--- src/rtl/raster_pkg.sv ---
package raster_pkg;
  localparam int ADDR_W = 16;
  localparam int LINE_W = 8;
  localparam int COL_W  = 6;
  localparam int MODE_W = 3;

  localparam logic [MODE_W-1:0] MODE_STD    = 3'b000;
  localparam logic [MODE_W-1:0] MODE_ALTBUF = 3'b001;
  localparam logic [MODE_W-1:0] MODE_HICOL  = 3'b010;
  localparam logic [MODE_W-1:0] MODE_HIRES  = 3'b110;

  typedef struct packed {
    logic [ADDR_W-1:0] pix;
    logic [ADDR_W-1:0] attr;
    logic              attr_en;
    logic              buf_sel;
  } fetch_t;
endpackage

--- src/rtl/mode_latch.sv ---
module mode_latch #(
  parameter int PORT_W  = 16,
  parameter int DATA_W  = 8,
  parameter int MODE_W  = 3,
  parameter logic [7:0] PORT_LO = 8'hFF
) (
  input  logic              clk,
  input  logic              rst_n,
  input  logic              io_wr,
  input  logic [PORT_W-1:0] io_addr,
  input  logic [DATA_W-1:0] io_wdata,
  output logic [MODE_W-1:0] mode
);
  logic hit;
  assign hit = io_wr && (io_addr[7:0] == PORT_LO);

  always_ff @(posedge clk) begin
    if (!rst_n) mode <= '0;
    else if (hit) mode <= io_wdata[MODE_W-1:0];
  end

  AST_MODE_HOLD: assert property (@(posedge clk) disable iff (!rst_n)
    !hit |=> $stable(mode));
  AST_MODE_LOAD: assert property (@(posedge clk) disable iff (!rst_n)
    hit |=> mode == $past(io_wdata[MODE_W-1:0]));
endmodule

--- src/rtl/raster_addr_calc.sv ---
module raster_addr_calc
  import raster_pkg::*;
#(
  parameter int ACTIVE_LINES = 192,
  parameter int BYTE_COLS    = 32,
  parameter logic [ADDR_W-1:0] BASE_LO  = 16'h4000,
  parameter logic [ADDR_W-1:0] BASE_HI  = 16'h6000,
  parameter logic [ADDR_W-1:0] ATTR_OFS = 16'h1800
) (
  input  logic [MODE_W-1:0] mode,
  input  logic [LINE_W-1:0] line,
  input  logic [COL_W-1:0]  col,
  output fetch_t            fetch,
  output logic              visible
);
  localparam int BCOL_W = $clog2(BYTE_COLS);
  localparam int ILV_W  = LINE_W + BCOL_W;
  localparam int LIN_W  = LINE_W - 3 + BCOL_W;

  logic              hires, hicol, alt;
  logic [BCOL_W-1:0] bcol;
  logic [ILV_W-1:0]  ilv;
  logic [LIN_W-1:0]  lin;
  logic [ADDR_W-1:0] base;

  always_comb begin
    hires = (mode == MODE_HIRES);
    hicol = (mode == MODE_HICOL);
    alt   = (mode == MODE_ALTBUF);
    bcol  = hires ? col[BCOL_W:1] : col[BCOL_W-1:0];
    // third, line in cell, row in third, byte column
    ilv   = {line[7:6], line[2:0], line[5:3], bcol};
    lin   = {line[LINE_W-1:3], bcol};
    base  = (alt || (hires && col[0])) ? BASE_HI : BASE_LO;

    fetch.pix     = base + ADDR_W'(ilv);
    fetch.buf_sel = hires && col[0];
    fetch.attr_en = !hires;
    if (hires)      fetch.attr = '0;
    else if (hicol) fetch.attr = BASE_HI + ADDR_W'(ilv);
    else            fetch.attr = base + ATTR_OFS + ADDR_W'(lin);

    visible = (32'(line) < ACTIVE_LINES) && (hires || (32'(col) < BYTE_COLS));
  end
endmodule

--- src/rtl/fetch_stage.sv ---
module fetch_stage #(
  parameter int W = 34
) (
  input  logic         clk,
  input  logic         rst_n,
  input  logic         in_valid,
  output logic         in_ready,
  input  logic         in_keep,
  input  logic [W-1:0] in_data,
  output logic         out_valid,
  input  logic         out_ready,
  output logic [W-1:0] out_data
);
  logic take;
  assign in_ready = !out_valid || out_ready;
  assign take     = in_valid && in_ready;

  always_ff @(posedge clk) begin
    if (!rst_n) begin
      out_valid <= 1'b0;
      out_data  <= '0;
    end else if (in_ready) begin
      out_valid <= take && in_keep;
      if (take && in_keep) out_data <= in_data;
    end
  end

  AST_HOLD_STALL: assert property (@(posedge clk) disable iff (!rst_n)
    out_valid && !out_ready |=> out_valid && $stable(out_data));
  AST_DROP_HIDDEN: assert property (@(posedge clk) disable iff (!rst_n)
    take && !in_keep |=> !out_valid);
  AST_ONE_CYCLE: assert property (@(posedge clk) disable iff (!rst_n)
    take && in_keep |=> out_valid);
endmodule

--- src/rtl/raster_addr_gen.sv ---
module raster_addr_gen
  import raster_pkg::*;
#(
  parameter int ACTIVE_LINES = 192,
  parameter int BYTE_COLS    = 32
) (
  input  logic               clk,
  input  logic               rst_n,
  input  logic               io_wr,
  input  logic [15:0]        io_addr,
  input  logic [7:0]         io_wdata,
  input  logic               req_valid,
  output logic               req_ready,
  input  logic [LINE_W-1:0]  req_line,
  input  logic [COL_W-1:0]   req_col,
  output logic               res_valid,
  input  logic               res_ready,
  output logic [ADDR_W-1:0]  res_pix_addr,
  output logic [ADDR_W-1:0]  res_attr_addr,
  output logic               res_attr_en,
  output logic               res_buf
);
  localparam int FW = $bits(fetch_t);

  logic [MODE_W-1:0] mode;
  fetch_t            nxt, cur;
  logic              visible;

  mode_latch #(.PORT_W(16), .DATA_W(8), .MODE_W(MODE_W), .PORT_LO(8'hFF)) u_mode (
    .clk(clk), .rst_n(rst_n), .io_wr(io_wr), .io_addr(io_addr),
    .io_wdata(io_wdata), .mode(mode)
  );

  raster_addr_calc #(.ACTIVE_LINES(ACTIVE_LINES), .BYTE_COLS(BYTE_COLS)) u_calc (
    .mode(mode), .line(req_line), .col(req_col), .fetch(nxt), .visible(visible)
  );

  fetch_stage #(.W(FW)) u_stage (
    .clk(clk), .rst_n(rst_n), .in_valid(req_valid), .in_ready(req_ready),
    .in_keep(visible), .in_data(nxt), .out_valid(res_valid),
    .out_ready(res_ready), .out_data(cur)
  );

  assign res_pix_addr  = cur.pix;
  assign res_attr_addr = cur.attr;
  assign res_attr_en   = cur.attr_en;
  assign res_buf       = cur.buf_sel;

  AST_NO_ATTR_ADDR: assert property (@(posedge clk) disable iff (!rst_n)
    res_valid && !res_attr_en |-> res_attr_addr == '0);
  AST_PIX_WINDOW: assert property (@(posedge clk) disable iff (!rst_n)
    res_valid |-> res_pix_addr[15:13] == 3'b010 || res_pix_addr[15:13] == 3'b011);
  AST_BUF_NEEDS_HIRES: assert property (@(posedge clk) disable iff (!rst_n)
    res_valid && res_buf |-> !res_attr_en);
endmodule

--- config.mk ---
export PLATFORM = sky130hd
export DESIGN_NAME = raster_addr_gen
export DESIGN_NICKNAME = d
export VERILOG_FILES = /design/src/rtl/raster_pkg.sv /design/src/rtl/mode_latch.sv /design/src/rtl/raster_addr_calc.sv /design/src/rtl/fetch_stage.sv /design/src/rtl/raster_addr_gen.sv
export SDC_FILE = /design/constraint.sdc
export NUM_CORES = 1
export LEC_CHECK = 0
export CORE_ASPECT_RATIO = 2
export CORE_UTILIZATION = 38
export DETAILED_ROUTE_END_ITERATION = 8
export PLACE_DENSITY = 0.87
export SLEW_MARGIN = 20
export SYNTH_ARGS = -nofsm -noshare
export SYNTH_HDL_FRONTEND = slang
export SYNTH_SLANG_ARGS = --single-unit
--- constraint.sdc ---
create_clock -name clk -period 2.11 [get_ports clk]
set_input_delay 0.422 -clock clk [delete_from_list [all_inputs] [get_ports clk]]
set_output_delay 0.422 -clock clk [all_outputs]
set_load 0.05 [all_outputs]
==> results.yml, run 1 <==
die:
  coreArea_sq_um: 3650
  ios: 79
  num_rows: 31
  die-width_microns: 45.7
  die_area_sq_um: 4080
  start_util: 0.397
  dieHeight_microns: 89.3
logic_synthesis:
  yosysWarningCount: 0
  synth_seq_cells: 35
  ys_types: 36
  seq_area_frac_synth: 0.484
  synthTopCellsByArea: "dfxtp_1, nand2_1, nand3_1, a21oi_1, o21ai_1"
  synth_ff_type: "dfxtp_1"
  synthesis.instances: 174
  yosysTopAreaCell: "dfxtp_1"
  syn_area_per_cell_sq_um: 8.33
  synth-edff-count: 0
  async_flop_share: 0
  synth_top_area_share: 0.484
  syn_area_sq_um: 1450
drt:
  drt-pass1-iter-count: 4
  drt-vias-per-instance: 5.00
  drc: 0
  ant_nets: 0
  num_vias: 1445
  first_iter_violations: 20
  wl_per_cell_microns: 12.7
  finalWirelength_microns: 3670
min_path:
  worstHoldStart: "u_stage.out_data[28]"
  hp-class: "flip-flop to flip-flop"
sta:
  setup_ws_ns: 0.200
  hold_viol: 0
  fin_crit_sh: 0.905
  drv_slew: 0
  fin_skew_ns: 0.00620
  finalSetupViolations: 0
  rsz0062_at_grt: "false"
  worst_slew_pin_slew_ns: 0.533
  relSlewSlack: 0.643
  setup_tns_ns: 0
  min_period_ns: 1.91
  timing.fmax_mhz: 524
cts:
  cts.sinks: 35
  cts_tree: "done"
  clk_latency_ns: 0.29
  h-tree-depth: 2
  post_cts_resize_count: 0
  clk_pin_slew_worst_paths_ns: 0.07
  post_cts_buffers: 0
  clockBufferDepth: 2
  cts_buffers: 5
  cts_root_buf: "clkbuf_8"
  holdBufCountCts: 0
power_and_ir_drop:
  p_per_area_nw_per_um2: 738
  ir_drop_uv: 651
  p_total_mw: 1.66
  cellLeakagePower_nw: 0.882
critical_path:
  endpoint_kind: "primary output"
  r2r_start: "u_mode.mode[2]"
  crit_required_ns: 1.69
  critPathTopFamily: "buffers and inverters"
  cp_num_buf_inv: 1
  arrival_ns: 1.49
  startpoint_type: "flip-flop"
  crit_path_start: "u_stage.out_data[16]"
  ff2ff_setup_slack_ns: 0.43
  critical_path.max_stage_delay_ns: 0.82
  crit_fanout: 3
  cp_cell_sequence: "clkdlybuf4s50_1"
  slowest_stage: "clkdlybuf4s50_1"
  criticalPathCategory: "flip-flop to primary output"
layout:
  diodes: 0
  fillCellCount: 339
  nets: 282
  drive_gt1_frac: 0.0875
  fin_area_sq_um: 2250
  final_core_util: 0.617
  area_growth_pct: 55.3
  multi_input_area_sq_um: 667
  seq_area_sq_um: 701
place:
  place_ws_ns: 0.0348
  placed_cell_area_sq_um: 2130
  hpwl_microns: 2780
  place_congestion: 0.776
  io_buffers: 63
status:
  status: "complete, no violations"
grt:
  grt_usage: 0.194
  gr-total-overflow: 0
  grt_pass1_vias: 1328
  antenna_found_initial: 0
  grt_max_degree: 22
  grt_pass1_wl_microns: 5530
flow_run:
  maxCapViolCount: 0
-- Yosys cell counts, types with 2 or more instances --
master and n:
a311oi_1 4, o31ai_1 2, o311ai_1 2, inv_2 2, nand3_1 12, a21oi_1 10
nand2_1 38, nor3_1 3, buf_2 2, or3_1 2, nand2b_1 2, o21ai_1 10
a21boi_1 2, nor2_1 13, mux2i_1 3, clkbuf_1 7, inv_1 2, nor2b_1 2
buf_4 4, o211a_1 2, dfxtp_1 35
-- logic make-up after synthesis --
group	after synthesis	share of synthesized area
AND/OR/NAND/NOR	76	0.239
AO/OA/AOI/OAI	40	0.189
flip-flops	35	0.484
buffers and inverters	18	0.0587
multiplexers	3	0.0207
XOR/XNOR	1	0.00605
other	1	0.00259
-- sequential cells by signal, summed over array words and instances (netlist names) --
signal	flops
u_stage.out_data	31
u_mode.mode	3
u_stage.out_valid	1
-- worst paths after layout --
path | end | cells after the start
max | res_attr_en | 1
min | u_stage.out_data[28] | 2
max reg2reg | u_stage.out_data[15] | 4
min reg2reg | u_stage.out_data[28] | 2
-- power breakdown --
part | internal (mW) | switching (mW) | total, mW | leakage, nW
sequential | 0.690 | 0.0150 | 0.705 | 0.286
combinational | 0.134 | 0.200 | 0.334 | 0.535
clock | 0.382 | 0.239 | 0.621 | 0.0612
-- stage by stage --
stage	hold WS, ns	std cells
floorplan	0.547	175
global placement	0.443	281
detailed placement	0.449	281
CTS	0.458	289
global route	0.477	289
finish	0.454	289
-- cell usage in the layout, fill, tap and decap left out, types with 2 or more instances in the layout --
| cell | count |
|---|---|
| inv_1 | 2 |
| dfxtp_1 | 35 |
| nand3_1 | 12 |
| o21ai_1 | 10 |
| conb_1 | 2 |
| clkdlybuf4s50_1 | 62 |
| nand2_1 | 38 |
| nor2b_1 | 2 |
| clkbuf_8 | 6 |
| o311ai_1 | 2 |
| a311oi_1 | 4 |
| a21boi_1 | 2 |
| buf_4 | 9 |
| mux2i_1 | 3 |
| a21oi_1 | 10 |
| o31ai_1 | 2 |
| nor3_1 | 3 |
| inv_2 | 2 |
| nor2_1 | 13 |
| nand2b_1 | 2 |
| o211a_1 | 2 |
| or3_1 | 2 |
-- layer usage --
metal	vias to the layer above	routed length, microns	track usage
met5	-	0	0
met4	0	105	0.154
met2	42	2080	0.348
met3	6	122	0.0505
li1	723	-	-
met1	674	1360	0.170
-- cell type report --
type | instances | area share
Clock buffer | 6 | 0.0367
Clock inverter | 2 | 0.0156
Inverter | 4 | 0.00667
Multi-Input combinational cell | 122 | 0.296
Sequential cell | 35 | 0.311
Tap cell | 49 | 0.0273
Timing Repair Buffer | 71 | 0.306
Note: power is estimated with default switching activity, not from simulation.
==> run 2, diff against run 1 <==
--- a/config.mk
+++ b/config.mk
@@ -5,6 +5,7 @@
 export SDC_FILE = /design/constraint.sdc
 export NUM_CORES = 1
 export LEC_CHECK = 0
+export ABC_CLOCK_PERIOD_IN_PS = 2110
 export CORE_ASPECT_RATIO = 2
 export CORE_UTILIZATION = 38
 export DETAILED_ROUTE_END_ITERATION = 8
==> results of run 2 <==
The final DEF is identical to that of run 1; final timing and power are the same.
==> run 3, diff against run 2 <==
--- a/config.mk
+++ b/config.mk
@@ -5,7 +5,7 @@
 export SDC_FILE = /design/constraint.sdc
 export NUM_CORES = 1
 export LEC_CHECK = 0
-export ABC_CLOCK_PERIOD_IN_PS = 2110
+export ABC_CLOCK_PERIOD_IN_PS = 1950
 export CORE_ASPECT_RATIO = 2
 export CORE_UTILIZATION = 38
 export DETAILED_ROUTE_END_ITERATION = 8
==> constraint.sdc (replaced) <==
create_clock -name clk -period 1.95 [get_ports clk]
set_input_delay 0.39 -clock clk [delete_from_list [all_inputs] [get_ports clk]]
set_output_delay 0.39 -clock clk [all_outputs]
set_load 0.05 [all_outputs]
==> run 3 against run 2 <==
Final area fell by 0.61%. Register-to-register slack worse by 0.04 ns. Via count grew 1.9%. Utilization down 0.38 points. Die area unchanged. Sequential power grew 8.2%. Flip-flop and latch count unchanged. Critical endpoint unchanged. Largest cell class is now non-clock buffers. Global-route usage grew 0.30 points. Non-clock buffer count up 3. Wire length decreased by 0.90%.
==> results.yml, run 3 (synthesized netlist as in run 1, its figures left out) <==
status:
  status: "complete, no violations"
grt:
  grt_max_degree: 22
  antenna_found_initial: 0
  use_met3: 0.0424
  use_met2: 0.360
  gr-total-overflow: 0
  grt_pass1_wl_microns: 5770
  grt_busiest_layer: "met2"
  grt_usage: 0.197
  met1_usage: 0.193
  grt_pass1_vias: 1335
drt:
  wl_per_cell_microns: 12.4
  ant_nets: 0
  finalWirelength_microns: 3630
  drc: 0
  num_vias: 1473
  drt-vias-per-instance: 5.04
  drt-pass1-iter-count: 4
  first_iter_violations: 21
place:
  place_ws_ns: -0.0629
  io_buffers: 63
  hpwl_microns: 2760
  place_congestion: 0.774
flow_run:
  maxCapViolCount: 0
critical_path:
  endpoint_kind: "primary output"
  arrival_ns: 1.49
  cp_num_buf_inv: 1
  criticalPathCategory: "flip-flop to primary output"
  critPathTopFamily: "buffers and inverters"
  crit_fanout: 3
  startpoint_type: "flip-flop"
  crit_required_ns: 1.56
  slowest_stage: "clkdlybuf4s50_1"
  cp_cell_sequence: "clkdlybuf4s50_1"
  critical_path.max_stage_delay_ns: 0.82
power_and_ir_drop:
  p_per_area_nw_per_um2: 726
  ir_drop_uv: 570
  cellLeakagePower_nw: 0.878
  p_total_mw: 1.62
sta:
  setup_ws_ns: 0.0682
  hold_viol: 0
  worst_slew_pin_slew_ns: 0.538
  finalSetupViolations: 0
  fin_crit_sh: 0.965
  timing.fmax_mhz: 531
  fin_skew_ns: 0.00203
  min_period_ns: 1.88
  relSlewSlack: 0.640
  rsz0062_at_grt: "false"
  drv_slew: 0
cts:
  cts_root_buf: "clkbuf_8"
  clk_latency_ns: 0.29
  cts_buffers: 5
  cts_tree: "done"
  clk_pin_slew_worst_paths_ns: 0.06
  h-tree-depth: 2
  cts.sinks: 35
  post_cts_buffers: 0
  clockBufferDepth: 2
  post_cts_resize_count: 0
  holdBufCountCts: 0
layout:
  largest_reg_flops: 31
  reg.largest.list: "u_stage.out_data x31, u_mode.mode x3, u_stage.out_valid x1"
  final_common_cell: "clkdlybuf4s50_1"
  area_growth_pct: 54.3
  nets: 285
  diodes: 0
  drive_gt1_frac: 0.0905
  regMostFlops: "u_stage.out_data"
  final_cell_mix: "clkdlybuf4s50_1, nand2_1, dfxtp_1"
die:
  die_area_sq_um: 4080
  coreArea_sq_um: 3650
  start_util: 0.397
  ios: 79
  num_rows: 31
  dieHeight_microns: 89.3
  die-width_microns: 45.7
min_path:
  hp-class: "flip-flop to flip-flop"
-- run 3: final cells by class --
class	instances	area [sq um]
Clock buffer	7	76.3
Multi-Input combinational cell	122	667
Tap cell	49	61.3
Fill cell	340	1410
Clock inverter	1	5.00
Inverter	4	15.0
Timing Repair Buffer	74	711
Sequential cell	35	701
-- run 3: worst paths after layout --
check / from / end / slack [ns] / cells after the start
worst max-delay path: u_stage.out_data[16] / res_attr_en / 0.07 / 1
worst min-delay path: u_stage.out_data[28] / u_stage.out_data[28] / 0.45 / 2
worst max register to register: u_mode.mode[1] / u_stage.out_data[15] / 0.39 / 4
worst min register to register: u_stage.out_data[28] / u_stage.out_data[28] / 0.45 / 2
-- run 3: per-layer routing --
layer,part of all wire,wire (microns),up-vias
met2,0.56,2040,60
li1,-,-,731
met1,0.36,1320,673
met3,0.049,179,9
met5,0,0,-
met4,0.028,100,0
-- run 3: where the power goes --
group | switching, mW | internal (mW) | leakage (nW) | total [mW]
clock network | 0.246 | 0.250 | 0.0422 | 0.496
logic | 0.217 | 0.147 | 0.550 | 0.364
registers | 0.0159 | 0.747 | 0.286 | 0.763
-- run 3: through the flow --
stage	setup TNS, ns	instances	utilization	hold slack [ns]	instance area [sq um]
floorplan	0	175	-	0.523	1450
global placement	-0.471	284	0.591	0.440	2150
detailed placement	-0.494	284	0.591	0.447	2150
CTS	0	292	0.613	0.458	2240
global route	0	292	0.613	0.478	2240
finish	0	292	0.613	0.454	2240
